### config.mk
export PLATFORM = sky130hd
export DESIGN_NAME = chg_smbus_regs
export DESIGN_NICKNAME = d
export VERILOG_FILES = /design/src/rtl/chg_smbus_pkg.sv /design/src/rtl/chg_line_sync.sv /design/src/rtl/chg_scl_watch.sv /design/src/rtl/chg_smbus_phy.sv /design/src/rtl/chg_reg_bank.sv /design/src/rtl/chg_smbus_regs.sv
export SDC_FILE = /design/constraint.sdc
export NUM_CORES = 1
export LEC_CHECK = 0
export BUFFER_PORTS_ARGS = -buffer_cell sky130_fd_sc_hd__buf_2
export CORE_MARGIN = 2
export CORE_UTILIZATION = 40
export CTS_BUF_LIST = sky130_fd_sc_hd__clkbuf_8 sky130_fd_sc_hd__clkbuf_16
export CTS_CLUSTER_SIZE = 16
export DETAILED_ROUTE_END_ITERATION = 10
export GPL_TIMING_DRIVEN = 0
export PLACE_DENSITY_LB_ADDON = 0.05
export SKIP_LAST_GASP = 1
export SYNTH_ARGS = -nofsm -noshare
export SYNTH_HDL_FRONTEND = slang
export SYNTH_HIERARCHICAL = 1
export SYNTH_SLANG_ARGS = --single-unit
### constraint.sdc
create_clock -name clk -period 2.25 [get_ports clk]
set_input_delay 0.225 -clock clk [delete_from_list [all_inputs] [get_ports clk]]
set_output_delay 0.225 -clock clk [all_outputs]
set_load 0.05 [all_outputs]
### src/rtl/chg_smbus_pkg.sv
`timescale 1ns/1ps
package chg_smbus_pkg;

  localparam logic [7:0] CMD_OPT  = 8'h12;
  localparam logic [7:0] CMD_ICHG = 8'h14;
  localparam logic [7:0] CMD_VCHG = 8'h15;
  localparam logic [7:0] CMD_IIN  = 8'h3F;
  localparam logic [7:0] CMD_ID_A = 8'hFE;
  localparam logic [7:0] CMD_ID_B = 8'hFF;

  localparam logic [15:0] ID_A_VAL = 16'h0040;
  localparam logic [15:0] ID_B_VAL = 16'h0008;

  typedef enum logic [2:0] {
    PH_IDLE, PH_ADDR, PH_CMD, PH_DLO, PH_DHI, PH_TXLO, PH_TXHI, PH_DONE
  } phase_t;

  function automatic logic cmd_known(input logic [7:0] c);
    return (c == CMD_OPT) || (c == CMD_ICHG) || (c == CMD_VCHG) ||
           (c == CMD_IIN) || (c == CMD_ID_A) || (c == CMD_ID_B);
  endfunction

endpackage

### src/rtl/chg_line_sync.sv
`timescale 1ns/1ps
module chg_line_sync #(
  parameter int N      = 2,
  parameter int STAGES = 2
) (
  input  logic         clk,
  input  logic         rst,
  input  logic [N-1:0] raw,
  output logic [N-1:0] lvl,
  output logic [N-1:0] rise,
  output logic [N-1:0] fall
);

  for (genvar g = 0; g < N; g++) begin : g_line
    logic [STAGES:0] pipe;
    always_ff @(posedge clk) begin
      if (rst) pipe <= '1;
      else     pipe <= {pipe[STAGES-1:0], raw[g]};
    end
    assign lvl[g]  = pipe[STAGES-1];
    assign rise[g] = pipe[STAGES-1] & ~pipe[STAGES];
    assign fall[g] = ~pipe[STAGES-1] & pipe[STAGES];
  end

endmodule

### src/rtl/chg_scl_watch.sv
`timescale 1ns/1ps
module chg_scl_watch #(
  parameter int TIMEOUT_CYC = 7_500_000
) (
  input  logic clk,
  input  logic rst,
  input  logic scl_lvl,
  output logic expired
);

  localparam int CW = $clog2(TIMEOUT_CYC + 2);
  localparam logic [CW-1:0] LIMIT = CW'(TIMEOUT_CYC);

  logic [CW-1:0] low_cnt;

  always_ff @(posedge clk) begin
    if (rst || scl_lvl) begin
      low_cnt <= '0;
      expired <= 1'b0;
    end else begin
      if (low_cnt <= LIMIT) low_cnt <= low_cnt + 1'b1;
      expired <= (low_cnt == LIMIT);
    end
  end

endmodule

### src/rtl/chg_smbus_phy.sv
`timescale 1ns/1ps
module chg_smbus_phy
  import chg_smbus_pkg::*;
#(
  parameter logic [6:0] SLV_ADDR = 7'h09
) (
  input  logic        clk,
  input  logic        rst,
  input  logic        bus_en,
  input  logic        abort,
  input  logic        scl_lvl,
  input  logic        scl_rise,
  input  logic        scl_fall,
  input  logic        sda_lvl,
  input  logic        sda_rise,
  input  logic        sda_fall,
  input  logic [15:0] rdata,
  output logic [7:0]  cmd_q,
  output logic        wr_en,
  output logic [15:0] wr_data,
  output logic        drive
);

  phase_t      phase, nxt_phase;
  logic [3:0]  bitcnt;
  logic [7:0]  shreg, lo_q, tx_q;
  logic        cmd_ok, master_ack;

  wire start_ev = scl_lvl & sda_fall;
  wire stop_ev  = scl_lvl & sda_rise;
  wire tx_phase = (phase == PH_TXLO) || (phase == PH_TXHI);

  always_ff @(posedge clk) begin
    if (rst || !bus_en || abort) begin
      phase      <= PH_IDLE;
      nxt_phase  <= PH_DONE;
      bitcnt     <= '0;
      shreg      <= '0;
      lo_q       <= '0;
      tx_q       <= '0;
      cmd_q      <= '0;
      cmd_ok     <= 1'b0;
      master_ack <= 1'b0;
      wr_en      <= 1'b0;
      wr_data    <= '0;
      drive      <= 1'b0;
    end else begin
      wr_en <= 1'b0;
      if (start_ev) begin
        phase  <= PH_ADDR;
        bitcnt <= '0;
        drive  <= 1'b0;
      end else if (stop_ev) begin
        phase  <= PH_IDLE;
        cmd_ok <= 1'b0;
        drive  <= 1'b0;
      end else if (phase != PH_IDLE) begin
        if (scl_rise) begin
          if (bitcnt < 4'd8)  shreg <= {shreg[6:0], sda_lvl};
          if (bitcnt == 4'd8) master_ack <= ~sda_lvl;
          if (bitcnt < 4'd9)  bitcnt <= bitcnt + 1'b1;
        end else if (scl_fall) begin
          if (bitcnt == 4'd8) begin
            nxt_phase <= PH_DONE;
            drive     <= 1'b0;
            case (phase)
              PH_ADDR: begin
                if (shreg[7:1] == SLV_ADDR) begin
                  if (!shreg[0]) begin
                    drive <= 1'b1; nxt_phase <= PH_CMD;
                  end else if (cmd_ok) begin
                    drive <= 1'b1; nxt_phase <= PH_TXLO;
                  end
                end
              end
              PH_CMD: begin
                if (cmd_known(shreg)) begin
                  drive     <= 1'b1;
                  cmd_q     <= shreg;
                  cmd_ok    <= 1'b1;
                  nxt_phase <= PH_DLO;
                end
              end
              PH_DLO: begin
                drive     <= 1'b1;
                lo_q      <= shreg;
                nxt_phase <= PH_DHI;
              end
              PH_DHI: begin
                drive   <= 1'b1;
                wr_en   <= 1'b1;
                wr_data <= {shreg, lo_q};
              end
              default: ;
            endcase
          end else if (bitcnt == 4'd9) begin
            bitcnt <= '0;
            drive  <= 1'b0;
            case (phase)
              PH_TXLO: begin
                if (master_ack) begin
                  phase <= PH_TXHI;
                  tx_q  <= rdata[15:8];
                  drive <= ~rdata[15];
                end else begin
                  phase <= PH_DONE;
                end
              end
              PH_TXHI: phase <= PH_DONE;
              PH_ADDR, PH_CMD, PH_DLO, PH_DHI: begin
                phase <= nxt_phase;
                if (nxt_phase == PH_TXLO) begin
                  tx_q  <= rdata[7:0];
                  drive <= ~rdata[7];
                end
              end
              default: ;
            endcase
          end else if (tx_phase && bitcnt != 4'd0) begin
            drive <= ~tx_q[6];
            tx_q  <= {tx_q[6:0], 1'b0};
          end
        end
      end
    end
  end

endmodule

### src/rtl/chg_reg_bank.sv
`timescale 1ns/1ps
module chg_reg_bank
  import chg_smbus_pkg::*;
#(
  parameter logic [15:0] OPT_RST  = 16'h7902,
  parameter logic [15:0] IIN_RST  = 16'h1000,
  parameter logic [15:0] IIN_MIN  = 16'd128,
  parameter logic [15:0] IIN_MAX  = 16'd8064,
  parameter logic [15:0] IIN_MASK = 16'h1F80
) (
  input  logic        clk,
  input  logic        rst,
  input  logic        wr_en,
  input  logic [7:0]  cmd,
  input  logic [15:0] wr_data,
  output logic [15:0] rd_data,
  output logic [15:0] opt_word,
  output logic [15:0] ichg_word,
  output logic [15:0] vchg_word,
  output logic [15:0] iin_word,
  output logic        update_pulse,
  output logic        terminate
);

  wire iin_legal = (wr_data >= IIN_MIN) && (wr_data <= IIN_MAX);

  always_ff @(posedge clk) begin
    if (rst) begin
      opt_word     <= OPT_RST;
      ichg_word    <= '0;
      vchg_word    <= '0;
      iin_word     <= IIN_RST;
      update_pulse <= 1'b0;
      terminate    <= 1'b0;
    end else begin
      update_pulse <= 1'b0;
      if (wr_en) begin
        case (cmd)
          CMD_OPT:  opt_word <= wr_data;
          CMD_ICHG: begin ichg_word <= wr_data; update_pulse <= 1'b1; end
          CMD_VCHG: begin vchg_word <= wr_data; update_pulse <= 1'b1; end
          CMD_IIN: begin
            if (iin_legal) begin
              iin_word  <= wr_data & IIN_MASK;
              terminate <= 1'b0;
            end else begin
              iin_word  <= '0;
              terminate <= 1'b1;
            end
          end
          default: ;
        endcase
      end
    end
  end

  always_comb begin
    case (cmd)
      CMD_OPT:  rd_data = opt_word;
      CMD_ICHG: rd_data = ichg_word;
      CMD_VCHG: rd_data = vchg_word;
      CMD_IIN:  rd_data = iin_word;
      CMD_ID_A: rd_data = ID_A_VAL;
      CMD_ID_B: rd_data = ID_B_VAL;
      default:  rd_data = '0;
    endcase
  end

endmodule

### src/rtl/chg_smbus_regs.sv
`timescale 1ns/1ps
module chg_smbus_regs #(
  parameter logic [6:0]  SLV_ADDR    = 7'h09,
  parameter int          TIMEOUT_CYC = 7_500_000,
  parameter logic [15:0] OPT_RST     = 16'h7902,
  parameter logic [15:0] IIN_RST     = 16'h1000
) (
  input  logic        clk,
  input  logic        rst,
  input  logic        bus_en,
  input  logic        scl_i,
  input  logic        sda_i,
  output logic        sda_drive_low,
  output logic [15:0] opt_word,
  output logic [15:0] ichg_word,
  output logic [15:0] vchg_word,
  output logic [15:0] iin_word,
  output logic        chg_update_pulse,
  output logic        chg_terminate
);

  logic [1:0]  lvl, rise, fall;
  logic        expired, wr_en;
  logic [7:0]  cmd_q;
  logic [15:0] wr_data, rd_data;

  chg_line_sync #(.N(2), .STAGES(2)) u_sync (
    .clk(clk), .rst(rst), .raw({sda_i, scl_i}),
    .lvl(lvl), .rise(rise), .fall(fall)
  );

  chg_scl_watch #(.TIMEOUT_CYC(TIMEOUT_CYC)) u_watch (
    .clk(clk), .rst(rst), .scl_lvl(lvl[0]), .expired(expired)
  );

  chg_smbus_phy #(.SLV_ADDR(SLV_ADDR)) u_phy (
    .clk(clk), .rst(rst), .bus_en(bus_en), .abort(expired),
    .scl_lvl(lvl[0]), .scl_rise(rise[0]), .scl_fall(fall[0]),
    .sda_lvl(lvl[1]), .sda_rise(rise[1]), .sda_fall(fall[1]),
    .rdata(rd_data), .cmd_q(cmd_q), .wr_en(wr_en), .wr_data(wr_data),
    .drive(sda_drive_low)
  );

  chg_reg_bank #(.OPT_RST(OPT_RST), .IIN_RST(IIN_RST)) u_bank (
    .clk(clk), .rst(rst), .wr_en(wr_en), .cmd(cmd_q), .wr_data(wr_data),
    .rd_data(rd_data), .opt_word(opt_word), .ichg_word(ichg_word),
    .vchg_word(vchg_word), .iin_word(iin_word),
    .update_pulse(chg_update_pulse), .terminate(chg_terminate)
  );

endmodule

==> results.yml <==
status:
  status: "completed"
finish:
  area_delta_synth_final_pct: 18.45
  antennaDiodeCount: 0
  utilization: 0.4800
  nets: 913
  drive_gt1_frac: 0.1976
  layout.cells.non_filler: 1145
  fin_area_um2: 8593
timing:
  fmax_ghz: 0.4625
  slew_viol_final: 0
  worstMarginPinSlew_ns: 1.033
  fin_setup_tns_ns: 0
  maxSlewHeadroom: 0.3100
  fin_crit_sh: 0.9609
  fin_crit_ns: 2.162
  finClkSkew_ns: 0.01249
  finalHoldViolations: 0
  final-setup-viol-count: 0
  rsz0062_at_grt: "true"
global_routing:
  gr-usage-met1: 0.2780
  track_usage: 0.2134
  grt_pass1_vias: 6101
  use_met3: 0.03971
  busiest_layer: "met2"
  overflow: 0
  use_met2: 0.3546
  grt_pass1_wl_um: 32890
  grt_max_degree: 22
  antenna_found_initial: 0
synth:
  synth_edf_count: 0
  yosysWarnings: 6
  synth_top_cell_area_share: 0.4057
  synth.area.mux_share: 0.1392
  ys_ff_latch: 147
  seq_area_frac_synth: 0.4057
  yosys.area_share.simple: 0.2454
  synth_compound_area_frac: 0.1409
  synth.distinct_cells: 85
  synthAdderAreaFrac: 0.008624
  ys_async_sr_fraction: 0
  synth_xor_area_frac: 0.001207
  synthesis.area_um2: 7254
  yosysMostFrequentCell: "dfxtp_1"
  synth_top_cell_by_area: "dfxtp_1"
  syn_area_per_cell_um2: 8.945
  synthTopCellsByCount: "147 x dfxtp_1, 93 x mux2i_1, 91 x nand2_1"
  synth_top_family_by_area: "simple AND/OR/NAND/NOR gates"
  synth_flop_cell: "dfxtp_1"
  synth.area.top_cells: "dfxtp_1 41%, mux2i_1 13%, nand2_1 4.7%, nor2_1 4.6%, a21oi_1 3.2%"
  syn_inst: 811
detailed_routing:
  drcViolationCount: 0
  routed_wl_um: 20410
  post_drt_via_cell_ratio: 5.534
  post_drt_wl_per_cell_um: 17.82
  detail-route-antenna-nets: 0
  dr_total_vias: 6337
  dr.pass1.iters: 5
  drt_iter0_markers: 547
cts:
  cts_buffers: 17
  clk_pin_slew_ns: 0.06
  htree_num_levels: 4
  clk_latency_ns: 0.43
  clockBufferDepth: 2
  clock-root-buffer: "clkbuf_16"
  cts_tree: "done"
  clock_sinks: 147
power:
  power_frac_comb: 0.030
  pwr-share-clk: 0.502
  powerDensity_nw_per_um2: 648.4
  p_int_uw: 4301
  leakage_uw: 0.003231
  seqPwrFrac: 0.469
  total_power_uw: 5572
  power_switching_share: 0.2282
  netSwitchingPower_uw: 1272
  ir_drop_mv: 0.5349
setup_path:
  r2r_slack_ns: 0.09
  r2r-start: "u_phy/cmd_q[7]"
  cp.required_ns: 2.61
  reg2reg_depth: 7
  critPathKind: "reg -> reg"
  worstPathArrival_ns: 2.52
  end_kind: "register"
  path_max_fanout: 9
  rr_endpoint: "u_phy/tx_q[5]"
  start_kind: "register"
placed_design:
  place_hpwl_um: 14830
  gp_congestion: 0.8433
  portBuffers: 61
  dp_cells: 1110
  dpl_cell_area_um2: 7880
job:
  drv_cap: 0
worst_hold_path:
  whs_endpoint: "u_phy/nxt_phase[0]"
  min_path_cells: 3
  hold_path.class: "in -> reg"
  hp-start: "bus_en"
floorplanning:
  start_util: 0.4052
  core_area_um2: 17900
  die_w_um: 138.7
  pin_count: 72
  dieArea_um2: 19230
  fp-row-count: 49
  fp.dieH_um: 138.7
[placed cells by master, fill, tap and decap left out, types with 8 or more instances in the layout]
| cell | instances |
|---|---|
| or3_1 | 14 |
| conb_1 | 10 |
| a22oi_1 | 8 |
| nand2_1 | 90 |
| nor2b_1 | 8 |
| nor2_1 | 86 |
| clkbuf_1 | 21 |
| buf_4 | 22 |
| mux2i_1 | 92 |
| o21ai_0 | 17 |
| inv_1 | 19 |
| a21oi_1 | 47 |
| clkbuf_16 | 17 |
| nand4_1 | 9 |
| o21ai_1 | 9 |
| nand3_1 | 32 |
| buf_2 | 65 |
| dfxtp_1 | 146 |
| or4_1 | 8 |
[worst max-delay path: stages, from the launching register on]
cell	delay, ns
dfxtp_1	0.36
nor3b_2	0.45
and3_2	0.43
nand2_1	0.08
o21ai_0	0.13
mux2i_1	0.19
a211o_1	0.34
a21oi_1	0.11
[per-stage QoR]
step                hold slack, ns  setup slack (ns)
finish                      0.2549           0.08792
global route                0.2702          -0.06450
CTS                         0.2316          -0.01252
detailed placement          0.3900           -0.1229
global placement            0.3916          -0.06400
floorplan                   0.3221            0.1933
[final cells by class]
cell class | count | area, um2
plain buffers | 55 | 344.1
clock buffers | 18 | 439.2
clock inverters | 14 | 140.1
fillers | 1737 | 9309
inverters | 18 | 67.56
multi-input cells | 594 | 3969
flip-flops and latches | 147 | 2944
well taps | 229 | 286.5
repair buffers | 70 | 402.9
[timing repair]
action / 4_1_cts / 5_1_grt
gates cloned: 0 / 0
pin swaps: 0 / 4
gates resized for setup: 9 / 14
buffers inserted: 0 / 7
endpoints found under the setup margin: 18 / 39
endpoints found under the hold margin: 2 / 0
hold buffers: 2 / 0
[per-layer routing]
metal / up-vias / share of wire / wire length [um]
met5: - / 0 / 0
met4: 0 / 0.019 / 393
met3: 30 / 0.040 / 825
met2: 154 / 0.47 / 9608
met1: 3057 / 0.47 / 9582
li1: 3096 / - / -
[sequential cells by signal, summed over array words and instances, names as in the netlist]
name and flops:
u_phy/shreg 8, u_phy/cmd_q 8, u_bank/update_pulse 1, u_phy/nxt_phase 3
u_phy/bitcnt 4, u_phy/cmd_ok 1, u_bank/iin_word 6, u_phy/phase 3
u_watch/low_cnt 23, u_bank/vchg_word 16, u_phy/drive 1, u_bank/ichg_word 16
u_bank/opt_word 16, u_phy/lo_q 8, u_watch/expired 1, u_phy/wr_en 1
u_bank/terminate 1, u_phy/wr_data 16, u_phy/master_ack 1, u_sync/g_line.pipe 6
u_phy/tx_q 7
[power groups by stage]
stage | Combinational (uW) | Sequential [uW] | Clock, uW
global placement | 160 | 2670 | 0
floorplan | 119 | 2670 | 0
detailed placement | 162 | 2670 | 0
CTS | 165 | 2610 | 2850
global route | 177 | 2610 | 2970
finish | 166 | 2610 | 2800
[worst max-delay path by stage]
| stage | startpoint | endpoint | cells past startpoint |
|---|---|---|---|
| after floorplan | u_phy/shreg[3] | u_phy/cmd_q[0] | 7 |
| after global placement | u_phy/cmd_q[7] | u_phy/tx_q[5] | 8 |
| after detailed placement | u_phy/cmd_q[7] | u_phy/tx_q[5] | 8 |
| after CTS | u_phy/cmd_q[7] | u_phy/tx_q[6] | 7 |
| after global routing | u_phy/bitcnt[0] | u_phy/lo_q[6] | 7 |
| final | u_phy/cmd_q[7] | u_phy/tx_q[5] | 7 |
[cells by family after synthesis]
kind of cell             Yosys count
buffers and inverters             79
AND/OR/NAND/NOR                  327
multiplexers                     100
other                              1
AO/OA/AOI/OAI                    151
XOR/XNOR                           1
adder cells (fa/ha/maj)            5
flip-flops                       147
(Power assumes the default switching activity.)
